==> config.mk <==
export PLATFORM = sky130hd
export DESIGN_NAME = cond_eval
export DESIGN_NICKNAME = d
export VERILOG_FILES = /design/src/rtl/cond_eval_pkg.sv /design/src/rtl/cond_flag_pick.sv /design/src/rtl/cond_base_eval.sv /design/src/rtl/cond_eval.sv
export SDC_FILE = /design/constraint.sdc
export NUM_CORES = 1
export LEC_CHECK = 0
export CORE_AREA = 2 2 39 41
export DETAILED_ROUTE_END_ITERATION = 8
export DIE_AREA = 0 0 41 43
export GPL_ROUTABILITY_DRIVEN = 0
export PLACE_DENSITY = 0.54
export SETUP_SLACK_MARGIN = 0.15
export SLEW_MARGIN = 20
export SYNTH_ARGS = -nofsm -noshare
export SYNTH_HDL_FRONTEND = slang
export SYNTH_SLANG_ARGS = --single-unit
==> constraint.sdc <==
create_clock -name vclk -period 2.3
set_input_delay 0.46 -clock vclk [all_inputs]
set_output_delay 0.46 -clock vclk [all_outputs]
set_load 0.03 [all_outputs]
==> src/rtl/cond_eval_pkg.sv <==
package cond_eval_pkg;
  localparam int unsigned CODE_W = 5;

  // Base tests in code order; bit 4 of the code inverts the result.
  typedef enum logic [3:0] {
    T_ALWAYS   = 4'd0,
    T_ECF      = 4'd1,
    T_EZF      = 4'd2,
    T_GATED_Z  = 4'd3,
    T_STR_A    = 4'd4,
    T_STR_B    = 4'd5,
    T_STR_C    = 4'd6,
    T_STR_D    = 4'd7,
    T_OF       = 4'd8,
    T_CF       = 4'd9,
    T_ZF       = 4'd10,
    T_BE       = 4'd11,
    T_SF       = 4'd12,
    T_PF       = 4'd13,
    T_LT       = 4'd14,
    T_LE       = 4'd15
  } base_test_e;

  typedef struct packed {
    logic cf;
    logic pf;
    logic ecf;
    logic ezf;
    logic zf;
    logic sf;
    logic of;
  } cc_flags_t;
endpackage

==> src/rtl/cond_flag_pick.sv <==
module cond_flag_pick
  import cond_eval_pkg::*;
#(
  parameter int unsigned FLAG_W  = 16,
  parameter int unsigned CF_POS  = 0,
  parameter int unsigned PF_POS  = 2,
  parameter int unsigned ECF_POS = 3,
  parameter int unsigned EZF_POS = 5,
  parameter int unsigned ZF_POS  = 6,
  parameter int unsigned SF_POS  = 7,
  parameter int unsigned OF_POS  = 11
) (
  input  logic [FLAG_W-1:0] flags_i,
  output cc_flags_t         cc_o
);
  always_comb begin
    cc_o.cf  = flags_i[CF_POS];
    cc_o.pf  = flags_i[PF_POS];
    cc_o.ecf = flags_i[ECF_POS];
    cc_o.ezf = flags_i[EZF_POS];
    cc_o.zf  = flags_i[ZF_POS];
    cc_o.sf  = flags_i[SF_POS];
    cc_o.of  = flags_i[OF_POS];
  end
endmodule

==> src/rtl/cond_base_eval.sv <==
module cond_base_eval
  import cond_eval_pkg::*;
(
  input  base_test_e sel_i,
  input  cc_flags_t  cc_i,
  output logic       hit_o,
  output logic       str_o
);
  always_comb begin
    hit_o = 1'b1;
    str_o = 1'b0;
    case (sel_i)
      T_ALWAYS:  hit_o = 1'b1;
      T_ECF:     hit_o = cc_i.ecf;
      T_EZF:     hit_o = cc_i.ezf;
      T_GATED_Z: hit_o = ~(~cc_i.ezf & cc_i.zf);
      T_STR_A,
      T_STR_B,
      T_STR_C,
      T_STR_D:   str_o = 1'b1;
      T_OF:      hit_o = cc_i.of;
      T_CF:      hit_o = cc_i.cf;
      T_ZF:      hit_o = cc_i.zf;
      T_BE:      hit_o = cc_i.cf | cc_i.zf;
      T_SF:      hit_o = cc_i.sf;
      T_PF:      hit_o = cc_i.pf;
      T_LT:      hit_o = cc_i.sf ^ cc_i.of;
      T_LE:      hit_o = (cc_i.sf ^ cc_i.of) | cc_i.zf;
      default:   hit_o = 1'b1;
    endcase
  end
endmodule

==> src/rtl/cond_eval.sv <==
module cond_eval
  import cond_eval_pkg::*;
#(
  parameter int unsigned FLAG_W  = 16,
  parameter int unsigned CF_POS  = 0,
  parameter int unsigned PF_POS  = 2,
  parameter int unsigned ECF_POS = 3,
  parameter int unsigned EZF_POS = 5,
  parameter int unsigned ZF_POS  = 6,
  parameter int unsigned SF_POS  = 7,
  parameter int unsigned OF_POS  = 11
) (
  input  logic [FLAG_W-1:0] flags_i,
  input  logic [CODE_W-1:0] cond_i,
  output logic              pred_o,
  output logic              unsup_o
);
  localparam int unsigned INV_BIT = CODE_W - 1;

  cc_flags_t  cc;
  base_test_e sel;
  logic       hit;
  logic       str;

  assign sel = base_test_e'(cond_i[INV_BIT-1:0]);

  cond_flag_pick #(
    .FLAG_W (FLAG_W),
    .CF_POS (CF_POS),
    .PF_POS (PF_POS),
    .ECF_POS(ECF_POS),
    .EZF_POS(EZF_POS),
    .ZF_POS (ZF_POS),
    .SF_POS (SF_POS),
    .OF_POS (OF_POS)
  ) u_pick (
    .flags_i(flags_i),
    .cc_o   (cc)
  );

  cond_base_eval u_base (
    .sel_i(sel),
    .cc_i (cc),
    .hit_o(hit),
    .str_o(str)
  );

  // Reserved string tests: flag them and let the op run.
  assign unsup_o = str;
  assign pred_o  = str | (hit ^ cond_i[INV_BIT]);
endmodule

==> Yosys cells after proc, flatten, opt, wreduce, memory -nomap -nowiden <==
Cells that the tools add are included.
{ "word_totals": {"regBits": 0, "in_bits": 21, "out_inout_bits": 2, "elab_cells": 26} }
{ "op_classes": {"eq_ne": 15, "muxes": 2, "bitwise_logic": 8, "n_reduce_logical": 1} }
{ "ops": {"columns": ["cell", "count"], "rows": [
  ["== test 4 bit, second input constant", 8],
  ["== test 4 x 3 -> 1 bit, second input constant", 4],
  ["one-hot mux 1 bit (11 select lines)", 1],
  ["== test 4 x 2 -> 1 bit, second input constant", 2],
  ["== test 4 x 1 -> 1 bit, second input constant", 1],
  ["OR reduction 4 bit", 1],
  ["OR 1 bit", 3],
  ["NOT 1 bit", 2],
  ["XOR 1 bit", 2],
  ["AND 1 bit", 1],
  ["2-to-1 mux 1 bit", 1]
]} }

==> Longest topological paths before layout <==
{ "depth": {"ltp_word": 6, "ltp_mapped": 5} }

==> Hierarchy <==
A second synthesis with hierarchy kept.
{ "hier_totals": {"hier_cells": 31, "hier_area_um2": 203.9} }
{ "modules_own_cells": {"columns": ["mod", "instances", "cells_each", "area_per_inst_um2", "seq_area_each_um2"], "rows": [
  ["cond_base_eval", 1, 22, 136.4, 0.0],
  ["cond_flag_pick", 1, 7, 52.6, 0.0],
  ["cond_eval", 1, 2, 15.0, 0.0]
]} }

==> Worst setup path after synthesis <==
OpenSTA, ideal clock, no wires.
{ "synth_timing": {"path_type": "input to output", "startpoint": "input port cond_i[2]", "endpoint": "output port pred_o", "arrival_ns": 1.549, "required_time_ns": 1.840, "setup_slack_ns": 0.291, "cell_stages": 5, "n_path_buf": 0, "path_cell_list": "nand2b_1 > a21o_1 > a32o_2 > a21o_1 > a211o_1"} }
{ "synth_between": {"elab_chain_cells": 4, "elab_cells_between_ends": 20, "cone_classes": "eq/ne: 15; mux: 2; bitwise: 2; reduce/logical: 1"} }
{ "synth_rtl": {"columns": ["element", "line", "rtl"], "rows": [
  ["start, declared", "cond_eval.sv:14", "input logic [CODE_W-1:0] cond_i,"],
  ["== test 4 bit, or another cell as far along", "cond_base_eval.sv:12", "case (sel_i)"],
  ["one-hot mux 1 bit (11 select lines) / OR reduction 4 bit (equally long branches)", "cond_base_eval.sv:12", null],
  ["XOR 1 bit / 2-to-1 mux 1 bit (equally long branches)", "cond_eval.sv:50, cond_base_eval.sv:12", null],
  ["OR 1 bit (*)", "cond_eval.sv:50", "assign pred_o = str | (hit ^ cond_i[INV_BIT]);"],
  ["end, declared", "cond_eval.sv:15", "output logic pred_o,"]
]} }
Every way passes the cells marked *; elsewhere a longest branch is shown, timed or not.

==> Final worst setup path <==
{ "layout_timing": {"startpoint": "input port cond_i[3]", "endpoint": "output port pred_o"} }
Same word-level chain as after synthesis.

==> impl_metrics.yaml <==
hold_path:
  hold_path_depth: 4
  hold_class: "primary input to primary output"
  min-delay-start: "cond_i[2]"
route:
  first_pass_iters: 4
  drt-total-wl_um: 551
  vias: 248
  post_drt_via_cell_ratio: 4.20
  wire_per_inst_um: 9.34
  drc: 0
  detail_route.iter0.violations: 3
  ant_nets: 0
final_layout:
  area.sequential_sq_um: 0
  n_antenna_cell: 0
  most-common-layout-cells: "buf_4, dlygate4sd2_1, nor2_1"
  n_sequential_cell: 0
  layout-drive-gt1-share_pct: 41.9
  instances_no_fill: 59
  syn2layout_area_growth_pct: 121
  fill_cells: 170
  nets: 66
  final_common_cell: "buf_4"
  nClkBuffers: 0
timing:
  setup_tns_ns: 0
  final_hold_viol_count: 0
  fmax_ghz: 0.466
  tightestPinTransition_ns: 0.215
  min_period_ns: 2.14
  slew_viol_final: 0
  finalSetupViolations: 0
  slew_headroom_pct: 85.7
  fin_crit_sh_pct: 93.2
  whs_ns: 1.37
  rsz0062_at_grt: "true"
critical_path:
  crit_type: "primary input to primary output"
  cp.required_ns: 1.84
  cp-end-kind: "primary output"
  startpoint: "cond_i[3]"
  endpoint: "pred_o"
  cp.arrival_ns: 1.68
  crit_path_start_kind: "primary input"
  critPathMaxFanout: 3
synth:
  yosys_warnings: 0
  ys_types: 17
  syn_inst: 24
  yosysSeqAreaShare_pct: 0
  synth.net_count: 45
  syn_area_per_cell_sq_um: 6.62
  synthesis.area_sq_um: 159
die:
  num_rows: 14
  core_sq_um: 1380
  dieArea_sq_um: 1760
  start_util_pct: 11.5
  num_io_pins: 23
  die-width_um: 41
  dieHeight_um: 43
status:
  status: "completed"
placed_design:
  place_inst: 58
  dp_hpwl_um: 433
  portBuffers: 14
power:
  power.switching_uw: 30.8
  p_leak_uw: 0.000168
  p_clk_share_pct: 0
  p_per_area_nw_per_um2: 202
  swShare_pct: 43.5
  power_uw: 70.9
  ir_drop_uv: 77.8
  p_int_uw: 40.0
  p_seq_share_pct: 0
  p_comb_share_pct: 100.0
global_routing:
  grt_pass1_wl_um: 848
  grt_max_degree: 6
  grt.total_usage_pct: 6.39
  gr-total-overflow: 0
  grt_antenna_before_repair: 0
  grt_pass1_vias: 198
clocking:
  hold_buffers: 0
job:
  drv_cap: 0
through the flow:
step	worst slack, ns	area, sq um	util (%)
detailed placement	-0.712	347	25.0
global placement	-0.702	347	25.0
global route	0.0940	352	25.4
finish	0.156	352	25.4
CTS	0.151	368	26.6
floorplan	0.291	159	-
worst min-delay path by stage:
stage               to
3_5_place_dp   unsup_o
3_3_place_gp   unsup_o
6_report        pred_o
5_1_grt         pred_o
4_1_cts         pred_o
2_1_floorplan  unsup_o
cells by family (layout without fill, tap and decap cells):
family | count (synthesis) | after routing | share of synthesized area (%)
and+or+nand+nor | 11 | 11 | 40.2
AOI/OAI and AO/OA | 11 | 11 | 52.0
buffers and inverters | 1 | 20 | 2.36
xor gates and xnor gates | 1 | 1 | 5.51
cell usage after synthesis:
cell type	number	area, sq um
a211o_1	1	8.76
a21boi_0	2	15.0
a21o_1	2	15.0
a21oi_1	1	5.00
a22oi_1	2	15.0
a32o_2	1	11.3
and2_1	1	6.26
inv_1	1	3.75
nand2b_1	3	18.8
nand3_1	1	5.00
nand3b_1	1	7.51
nor2_1	3	11.3
nor2b_1	1	6.26
nor4b_1	1	8.76
o211ai_1	1	7.51
o21ai_0	1	5.00
xor2_1	1	8.76
critical path, stage by stage:
cell and delay (ns):
clkdlybuf4s15_2 0.21, a21o_1 0.18, a32o_2 0.27, a21o_1 0.17, a211o_1 0.26, buf_6 0.14
power groups by stage:
stage	clock network, uW	logic (uW)	registers [uW]
after floorplan	0	29.2	0
after global placement	0	69.4	0
after detailed placement	0	69.0	0
after CTS	0	72.6	0
after global routing	0	77.6	0
final	0	70.9	0
metal layers:
metal  wire length, um  part of all wire, %  GRT usage, %
met1               250                   45          10.1
met2               230                   42          9.69
met4                 0                    0             0
met3                70                   13         0.524
met5                 0                    0             0
final cells by class:
cell class / count / area, sq um / share of cell area (%)
multi-input combinational: 23 / 174 / 49.5
timing repair buffer: 19 / 154 / 43.8
tap: 16 / 20.0 / 5.69
inverter: 1 / 3.75 / 1.07
repair_timing:
item,4_1_cts,5_1_grt
buffers inserted,1,0
hold endpoints to repair,0,0
pin swaps,12,0
gates resized for setup,39,4
endpoints found under the setup margin,1,1
Note: power is estimated with default switching activity, not from simulation.
